<file path="src/rtl/irqc_pkg.sv">
// Package: shared constants for the edge-triggered interrupt controller.
// Assumes byte offsets on the register port and 32-bit register data.
package irqc_pkg;
    localparam int IRQC_NUM_SRC = 11;
    localparam int IRQC_ADDR_W  = 8;
    localparam int IRQC_DATA_W  = 32;
    localparam int IRQC_STATUS_OFS = 'h00;
    localparam int IRQC_MASK_OFS   = 'h04;

    // Source index assignment (fixed by the peripheral wiring)
    typedef enum int {
        SRC_VBLANK = 0, SRC_GFX = 1, SRC_DRIVE = 2, SRC_DMA = 3,
        SRC_TMR0 = 4, SRC_TMR1 = 5, SRC_TMR2 = 6, SRC_PORT = 7,
        SRC_SERIAL = 8, SRC_SOUND = 9, SRC_LPEN = 10
    } irqc_src_e;
endpackage

</file>
<file path="src/rtl/irqc_edge_detect.sv">
// Module: per-line rising-edge detector.
// Keeps each line's level from the previous cycle and flags a 0-to-1 change.
// Assumes the lines are already synchronous to clk; reset clears the history.
module irqc_edge_detect #(
    parameter int NUM_SRC = 11
) (
    input  logic               clk,
    input  logic               rst_n,
    input  logic [NUM_SRC-1:0] lines,
    output logic [NUM_SRC-1:0] line_prev,
    output logic [NUM_SRC-1:0] rise
);
    for (genvar g = 0; g < NUM_SRC; g++) begin : g_line
        // Record the level of line g for the next cycle's compare
        always_ff @(posedge clk) begin
            if (!rst_n) line_prev[g] <= 1'b0;
            else        line_prev[g] <= lines[g];
        end
        // Flag a rising transition on line g
        assign rise[g] = lines[g] & ~line_prev[g];
    end
endmodule

</file>
<file path="src/rtl/irqc_status_reg.sv">
// Module: pending-status register.
// Sets bits on detected edges; a write ANDs the data in (zero acknowledges).
// An edge in the same cycle as a clearing write wins.
module irqc_status_reg #(
    parameter int NUM_SRC = 11
) (
    input  logic               clk,
    input  logic               rst_n,
    input  logic [NUM_SRC-1:0] rise,
    input  logic               wr_en,
    input  logic [NUM_SRC-1:0] wr_data,
    output logic [NUM_SRC-1:0] status_q
);
    logic [NUM_SRC-1:0] kept;

    // Apply the acknowledge mask only when a status write is present
    always_comb begin
        kept = wr_en ? (status_q & wr_data) : status_q;
    end

    // Update pending flags, edges ORed in after the acknowledge
    always_ff @(posedge clk) begin
        if (!rst_n) status_q <= '0;
        else        status_q <= kept | rise;
    end
endmodule

</file>
<file path="src/rtl/irqc_mask_reg.sv">
// Module: enable mask register, loaded by a full write of its low bits.
// Resets to all sources disabled.
module irqc_mask_reg #(
    parameter int NUM_SRC = 11
) (
    input  logic               clk,
    input  logic               rst_n,
    input  logic               wr_en,
    input  logic [NUM_SRC-1:0] wr_data,
    output logic [NUM_SRC-1:0] mask_q
);
    // Hold or load the enable bits
    always_ff @(posedge clk) begin
        if (!rst_n)     mask_q <= '0;
        else if (wr_en) mask_q <= wr_data;
    end
endmodule

</file>
<file path="src/rtl/irqc_top.sv">
// Module: edge-triggered interrupt controller top.
// Combines edge detection, pending status, enable mask, register decode and
// the processor request. Assumes lines and register port are synchronous to clk.
module irqc_top
    import irqc_pkg::*;
#(
    parameter int NUM_SRC = IRQC_NUM_SRC,
    parameter int ADDR_W  = IRQC_ADDR_W,
    parameter int DATA_W  = IRQC_DATA_W
) (
    input  logic               clk,
    input  logic               rst_n,
    input  logic [NUM_SRC-1:0] irq_lines,
    input  logic               reg_wr,
    input  logic [ADDR_W-1:0]  reg_addr,
    input  logic [DATA_W-1:0]  reg_wdata,
    output logic [DATA_W-1:0]  reg_rdata,
    output logic               cpu_irq
);
    localparam logic [ADDR_W-1:0] STATUS_ADDR = ADDR_W'(IRQC_STATUS_OFS);
    localparam logic [ADDR_W-1:0] MASK_ADDR   = ADDR_W'(IRQC_MASK_OFS);

    logic [NUM_SRC-1:0] line_prev;
    logic [NUM_SRC-1:0] rise;
    logic [NUM_SRC-1:0] status_q;
    logic [NUM_SRC-1:0] mask_q;
    logic               sel_status;
    logic               sel_mask;
    logic               unused_wdata_hi;

    assign sel_status = (reg_addr == STATUS_ADDR);
    assign sel_mask   = (reg_addr == MASK_ADDR);
    assign unused_wdata_hi = ^reg_wdata[DATA_W-1:NUM_SRC];

    irqc_edge_detect #(.NUM_SRC(NUM_SRC)) u_edge (
        .clk       (clk),
        .rst_n     (rst_n),
        .lines     (irq_lines),
        .line_prev (line_prev),
        .rise      (rise)
    );

    irqc_status_reg #(.NUM_SRC(NUM_SRC)) u_status (
        .clk      (clk),
        .rst_n    (rst_n),
        .rise     (rise),
        .wr_en    (reg_wr & sel_status),
        .wr_data  (reg_wdata[NUM_SRC-1:0]),
        .status_q (status_q)
    );

    irqc_mask_reg #(.NUM_SRC(NUM_SRC)) u_mask (
        .clk     (clk),
        .rst_n   (rst_n),
        .wr_en   (reg_wr & sel_mask),
        .wr_data (reg_wdata[NUM_SRC-1:0]),
        .mask_q  (mask_q)
    );

    // Read mux: selected register zero-extended, anything else reads zero
    always_comb begin
        reg_rdata = '0;
        if (sel_status)    reg_rdata = DATA_W'(status_q);
        else if (sel_mask) reg_rdata = DATA_W'(mask_q);
    end

    // Processor request: any enabled pending source
    assign cpu_irq = |(status_q & mask_q);
endmodule

</file>
<file path="config.mk">
export PLATFORM = sky130hd
export DESIGN_NAME = irqc_top
export DESIGN_NICKNAME = d
export VERILOG_FILES = /design/src/rtl/irqc_pkg.sv /design/src/rtl/irqc_edge_detect.sv /design/src/rtl/irqc_status_reg.sv /design/src/rtl/irqc_mask_reg.sv /design/src/rtl/irqc_top.sv
export SDC_FILE = /design/constraint.sdc
export NUM_CORES = 1
export LEC_CHECK = 0
export BUFFER_PORTS_ARGS = -buffer_cell sky130_fd_sc_hd__buf_4
export CORE_ASPECT_RATIO = 0.7
export CORE_MARGIN = 10
export CORE_UTILIZATION = 45
export CTS_CLUSTER_SIZE = 25
export DETAILED_ROUTE_END_ITERATION = 8
export HOLD_SLACK_MARGIN = 0.05
export PLACE_DENSITY_LB_ADDON = 0.2
export SYNTH_ARGS = -nofsm -noshare
export SYNTH_HDL_FRONTEND = slang
export SYNTH_HIERARCHICAL = 1
export SYNTH_SLANG_ARGS = --single-unit
</file>
<file path="constraint.sdc">
create_clock -name clk -period 1.55 [get_ports clk]
set_clock_uncertainty 0.1 [all_clocks]
set_input_delay 0.0775 -clock clk [delete_from_list [all_inputs] [get_ports clk]]
set_output_delay 0.0775 -clock clk [all_outputs]
set_load 0.1 [all_outputs]
</file>
# Word-level counts from Yosys, hierarchy flattened
# Index checks and enable logic that the tools add are counted.
[classes]
n_eq_ne = 1
bitwise_logic = 27
reduce_logical = 2
mux = 3
[op_table]
columns = ["operator", "count"]
rows = [
  ["11-bit 2-to-1 mux", 3],
  ["11-bit AND", 2],
  ["1-bit AND", 13],
  ["1-bit NOT", 11],
  ["11-bit OR", 1],
  ["11-bit OR reduction", 1],
  ["8-bit by 3-bit == test with 1-bit output, second input constant", 1],
  ["8-bit zero test", 1],
]
[totals]
reg_bits = 33
input_bits = 54

# Longest topological paths before layout
# Gate-level depths: netlist of run 1.
[logic_depth]
word_depth = 4
depth_mapped = 6
ltp_nobuf = 5

# Modules after synthesis
# Netlist of run 1, hierarchy kept.
[modules_own_cells]
columns = ["mod", "seq_area_each_um2", "cells_each", "area_each_um2", "n_inst"]
rows = [
  ["irqc_status_reg", 220.2, 46, 457.9, 1],
  ["irqc_top", 0.0, 59, 430.4, 1],
  ["irqc_mask_reg", 220.2, 35, 414.1, 1],
  ["irqc_edge_detect", 220.2, 34, 369.1, 1],
]

# Least setup slack after synthesis of run 1
# Ideal clock, no wire load.
[synth_path]
path_kind = "input port to output port"
startpoint = "in reg_addr[0]"
endpoint = "out reg_rdata[0]"
t_arrival_ps = 1883
cell_stages = 4
slack_ps = -510
path_cell_list = "nor4_2 -> nand2_2 -> buf_6 -> nor2_1"
[synth_via]
elab_chain_len = 3
word_cells_on_any_way = 4
cone_classes = "eq/ne (1); mux (2); reduce/logical (1)"
[synth_rtl]
columns = ["item", "line", "rtl"]
rows = [
  ["start: declaration", "irqc_top.sv:15", "input logic [ADDR_W-1:0] reg_addr,"],
  ["8-bit by 3-bit == test with 1-bit output", "irqc_top.sv:32", "assign sel_mask = (reg_addr == MASK_ADDR);"],
  ["11-bit 2-to-1 mux", "irqc_top.sv:64", "else if (sel_mask) reg_rdata = DATA_W'(mask_q);"],
  ["11-bit 2-to-1 mux (*)", "irqc_top.sv:63", "if (sel_status) reg_rdata = DATA_W'(status_q);"],
  ["end: declaration", "irqc_top.sv:17", "output logic [DATA_W-1:0] reg_rdata,"],
]
# Mark *: on every way between the ends. The rest lies on a longest branch, timed or not.

# Final worst setup path of run 1
[layout_path]
startpoint = "reg u_mask.mask_q[4]"
endpoint = "out cpu_irq"
[layout_via]
elab_chain_len = 2
[layout_rtl]
columns = ["item", "line", "rtl"]
rows = [
  ["start: declaration", "irqc_mask_reg.sv:10", "output logic [NUM_SRC-1:0] mask_q"],
  ["start signal: assignment", "irqc_mask_reg.sv:15", "else if (wr_en) mask_q <= wr_data;"],
  ["11-bit AND", "irqc_top.sv:68", "assign cpu_irq = |(status_q & mask_q);"],
  ["11-bit OR reduction", "irqc_top.sv:68", ""],
  ["end: declaration", "irqc_top.sv:18", "output logic cpu_irq"],
]
# No other way between the ends.

==> results of run 1 <==
tightest hold or removal path, stage by stage:
cell and delay [ns]:
buf_4 0.20, o21ai_0 0.10, nor2_1 0.04
where the power goes:
| group | internal [mW] | switching, mW |
|---|---|---|
| Clock | 0.401 | 0.321 |
| Combinational | 0.130 | 0.308 |
| Sequential | 0.886 | 0.0221 |
cell usage in the layout, fill, tap and decap left out, drive strengths merged:
master       synthesis  layout
a21oi                1       1
a221oi               1       1
a222oi               1       1
a22o                 1       1
a22oi                2       2
and2                11      11
and3                 1       1
and4                 1       1
buf                 28      48
clkbuf               1       7
clkinv               0       1
conb                 1      21
dfxtp               33      33
dlygate4sd3          0      22
mux2i               22      22
nand2                2       2
nor2                22      22
nor2b               22      22
nor3                 1       1
nor3b               11      11
nor4                 1       1
o21ai               11      11
registers in the layout (all words and copies together) (netlist names):
signal             count
u_edge/line_prev      11
u_mask/mask_q         11
u_status/status_q     11
cells by family after synthesis:
kind of cell | Yosys count | synth area share (%)
AND/OR/NAND/NOR | 72 | 27.5
flip-flops | 33 | 39.5
buffers and inverters | 29 | 13.4
multiplexers | 22 | 13.2
AO/OA/AOI/OAI | 17 | 6.14
other | 1 | 0.224
layout make-up:
type                       count  share of cell area [%]
multi-input combinational    132                    38.5
sequential                    33                    28.4
timing repair buffer          70                    26.0
clock buffer                   7                    4.13
tap                           50                    2.68
clock inverter                 1                   0.215
repair_timing:
action / in CTS / in global routing
hold endpoints to repair: 33 / 0
buffers inserted: 1 / 0
gates resized for setup: 6 / 0
hold buffers: 22 / 0
pin swaps: 2 / 1
endpoints found under the setup margin: 1 / 1
layer usage:
metal  vias up  part of all wire [%]  global-route usage [%]
met4         0                   2.3                    6.83
li1        673                     -                       -
met3         9                   7.5                    5.48
met1       615                    44                    14.2
met5         -                     0                       0
met2        48                    46                    20.5
through the flow:
stage | TNS, ns | instances | cell area (sq um) | hold slack, ns | utilization (%)
final | -0.118 | 293 | 2330 | 0.0798 | 65.5
after global routing | -0.212 | 293 | 2330 | 0.0869 | 65.5
after CTS | -0.146 | 293 | 2330 | 0.0684 | 65.5
after detailed placement | -0.0384 | 262 | 1980 | 0.192 | 55.7
after global placement | 0 | 262 | 1980 | 0.188 | 55.7
after floorplan | -0.811 | 194 | 1780 | 0.0992 | -
path summary, 6_finish.rpt:
path                        start                    to  slack, ns  cells after the start
max              u_mask/mask_q[4]               cpu_irq      -0.12                      5
min reg2reg  u_status/status_q[4]  u_status/status_q[4]       0.45                      2
min                         rst_n  u_status/status_q[3]       0.08                      3
max reg2reg   u_edge/line_prev[1]  u_status/status_q[1]       0.70                      3
==> results.cfg, run 1 <==
[run_status]
status = finished with violations
violations = negative setup slack

[timing]
fmax_ghz = 0.599
maxSlewViolCount = 0
rsz0062_at_grt = yes
period_needed_ns = 1.67
finalHoldViolations = 0
fin_ws_ns = -0.118
setup_viol = 1
fin_crit_sh_pct = 108

[global_route]
first_global_vias = 1457
overflow = 0
antenna_found_initial = 0
grt_util_all_layers_pct = 12.8
grt_pass1_wl_mm = 6.82
grt_max_degree = 34

[clocking]
clock_sinks = 33
cts_tree = yes
numCtsBuffers = 5
clkLatencyLatePin_ns = 0.29
clock_path_buffers = 2
root_buffer = clkbuf_8
htreeDepth = 2
clkTransAtPathRegs_ns = 0.07

[worst_setup_path]
cp_num_buf_inv = 1
cp_max_fo = 2
max_stage_delay_ns = 0.33
path_cells = a22o_1 > a221oi_2 > and3_1 > nand2_2 > buf_12
slowest_stage = dfxtp_2
worstSetupEndpointType = output pin
start_kind = flop
worstPathArrival_ns = 1.49
path_delay_family = compound AO/OA/AOI/OAI gates
required_ns = 1.37
worst-setup-path-type = reg -> out

[synthesis]
synth_area_sq_um = 1670
synth.area.top_cells = dfxtp_1, mux2i_1, buf_4, nor2b_1, nor3b_2
ys_warn_count = 6
synthCells = 174
ys_ff_latch = 33
synthArstFlopShare_pct = 0
yosysMostFrequentCell = dfxtp_1
synth-seq-area-share_pct = 39.5
synth_largest_area_cell = dfxtp_1
synth_common_cells = dfxtp_1, buf_4, mux2i_1, nor2_1, nor2b_1
synth_edf_count = 0
yosysTopAreaCellShare_pct = 39.5
syn_avg_cell_area_sq_um = 9.61
post_synth_num_cell_types = 24
synth-main-ff-cell = dfxtp_1

[power]
leakagePower_nw = 0.972
power_density_nw_per_um2 = 887
max-vdd-ir-drop_mv = 0.660
power_mw = 2.07

[cells_and_area]
n_fill_cell = 293
insertedDiodeCount = 0
multi_input_area_sq_um = 898
ff_latch_area_sq_um = 663
area_growth_pct = 39.4
nets = 296
drive_above_1_share_pct = 34.2

[run]
drv_cap = 0

[detailed_routing]
antenna_left = 0
firstDrtPassIters = 5
drt_iter0_drc = 61
drc = 0
routed_via_density = 4.59
routed_wl_mm = 4.20
post_drt_wl_per_cell_um = 14.3
vias = 1345

[floorplanning]
rows = 18
core_area_sq_um = 3560
die_h_um = 71.0
fp.dieW_um = 92.8
io_pins = 87
start_util_pct = 47.0
dieArea_sq_um = 6590

[hold_path]
hold_path_class = in -> reg

[placed_design]
place_ws_ns = -0.0232
io_buffer_count = 44
gp_congestion = 0.728
hpwl_mm = 3.03
Note: power is estimated with default switching activity, not from simulation.
==> run 2: changes to the inputs <==
--- a/config.mk
+++ b/config.mk
@@ -13,6 +13,7 @@
 export DETAILED_ROUTE_END_ITERATION = 8
 export HOLD_SLACK_MARGIN = 0.05
 export PLACE_DENSITY_LB_ADDON = 0.2
+export RECOVER_POWER = 50
 export SYNTH_ARGS = -nofsm -noshare
 export SYNTH_HDL_FRONTEND = slang
 export SYNTH_HIERARCHICAL = 1
==> run 2 against run 1 <==
  * The run still ends with negative setup slack left
  * Non-clock buffer count unchanged
  * Sequential power is essentially flat
  * Die area is the same
  * Critical endpoint unchanged
  * First-iteration DRC count rose by 25%
  * Design area is 0.81% lower
  * Hold slack worse by 0.0012 ns
  * Setup slack barely moved
  * Sequential share of layout area increased by 0.23 points
==> results.cfg, run 2 (same netlist as run 1, synthesis figures left out) <==
[floorplanning]
core_area_sq_um = 3560
io_pins = 87
dieArea_sq_um = 6590
die_h_um = 71.0
fp.dieW_um = 92.8
rows = 18
start_util_pct = 47.0

[worst_setup_path]
worstPathArrival_ns = 1.49
start_kind = flop
r2r_start = u_edge/line_prev[1]
cp_max_fo = 2
r2r-end = u_status/status_q[1]
required_ns = 1.37
r2r_slack_ns = 0.69
worst-setup-path-type = reg -> out
worstSetupEndpointType = output pin
r2r_cells = 3

[cells_and_area]
nets = 296
finalNonFillerCells = 293
fin_area_sq_um = 2310
area_growth_pct = 38.3
ff_latch_area_sq_um = 663
n_fill_cell = 297
multi_input_area_sq_um = 898
drive_above_1_share_pct = 33.7
final_util_pct = 65.0
reg_top3 = u_edge/line_prev x11, u_mask/mask_q x11, u_status/status_q x11
final_common_cell = buf_4
insertedDiodeCount = 0
final_cell_mix = buf_4, dfxtp_1, mux2i_1, dlygate4sd3_1, nor2b_1

[timing]
setup_viol = 1
maxSlewViolCount = 0
fmax_ghz = 0.599
fin_crit_sh_pct = 108
setup_tns_ns = -0.118
rsz0062_at_grt = yes
finalHoldViolations = 0
period_needed_ns = 1.67
fin_ws_ns = -0.118
fin_hold_ws_ns = 0.0786

[clocking]
clkLatencyLatePin_ns = 0.29
clkTransAtPathRegs_ns = 0.07
cts_tree = yes
htreeDepth = 2
clock_sinks = 33
clock_path_buffers = 2
root_buffer = clkbuf_8
numCtsBuffers = 5

[detailed_routing]
drc = 0
firstDrtPassIters = 4
antenna_left = 0
post_drt_wl_per_cell_um = 14.3
vias = 1341
routed_via_density = 4.58
routed_wl_mm = 4.19
drt_iter0_drc = 76

[hold_path]
holdPathStages = 3
worstHoldStart = rst_n
hold_end = u_status/status_q[10]
hold_path_class = in -> reg

[power]
power_mw = 2.07
max-vdd-ir-drop_mv = 0.661
power_density_nw_per_um2 = 893
leakagePower_nw = 0.962

[placed_design]
hpwl_mm = 3.03
io_buffer_count = 44
dpl-instance-area_sq_um = 1980
gp_congestion = 0.728
post-place-cells = 262
place_ws_ns = -0.0232

[global_route]
first_global_vias = 1457
antenna_found_initial = 0
overflow = 0
grt_pass1_wl_mm = 6.82
grt_util_all_layers_pct = 12.8
grt_max_degree = 34

[run_status]
violations = negative setup slack
status = finished with violations

[run]
drv_cap = 0
## run 2: critical path: stages (launching register included)
cell      delay (ns)
dfxtp_2         0.33
a22o_1          0.23
a221oi_2        0.18
and3_1          0.20
nand2_2         0.07
buf_12          0.18
## run 2: what timing repair did
item / in CTS / in global routing
gates resized for setup: 6 / 0
pin swaps: 2 / 1
hold endpoints to repair: 33 / 0
setup endpoints to repair: 1 / 1
setup buffers: 1 / 0
gates cloned: 0 / 0
hold buffers: 22 / 0
## run 2: worst max-delay path by stage
stage	startpoint	endpoint	slack, ns	cells past startpoint
after detailed placement	reg_addr[0]	u_status/status_q[10]	-0.02	7
final	u_mask/mask_q[4]	cpu_irq	-0.12	5
after global routing	u_mask/mask_q[4]	cpu_irq	-0.21	5
after CTS	u_mask/mask_q[4]	cpu_irq	-0.15	5
after global placement	u_status/status_q[4]	cpu_irq	0.05	5
after floorplan	reg_addr[0]	reg_rdata[0]	-0.08	4
## run 2: power breakdown
group	internal (mW)	leakage (nW)	total (mW)	switching, mW
sequential	0.886	0.273	0.908	0.0221
combinational	0.128	0.635	0.435	0.307
clock	0.401	0.0542	0.722	0.320
## run 2: final cells by class
| class | instances | share of cell area, % |
|---|---|---|
| timing repair buffer | 70 | 25.4 |
| clock inverter | 1 | 0.216 |
| sequential | 33 | 28.7 |
| clock buffer | 7 | 4.17 |
| multi-input combinational | 132 | 38.9 |
| tap | 50 | 2.71 |
## run 2: layer usage
| layer | share of wire, % | track usage (%) | vias to the layer above |
|---|---|---|---|
| met1 | 44 | 14.2 | 612 |
| met4 | 2.3 | 6.83 | 0 |
| li1 | - | - | 674 |
| met2 | 46 | 20.5 | 46 |
| met3 | 7.3 | 5.48 | 9 |
| met5 | 0 | 0 | - |
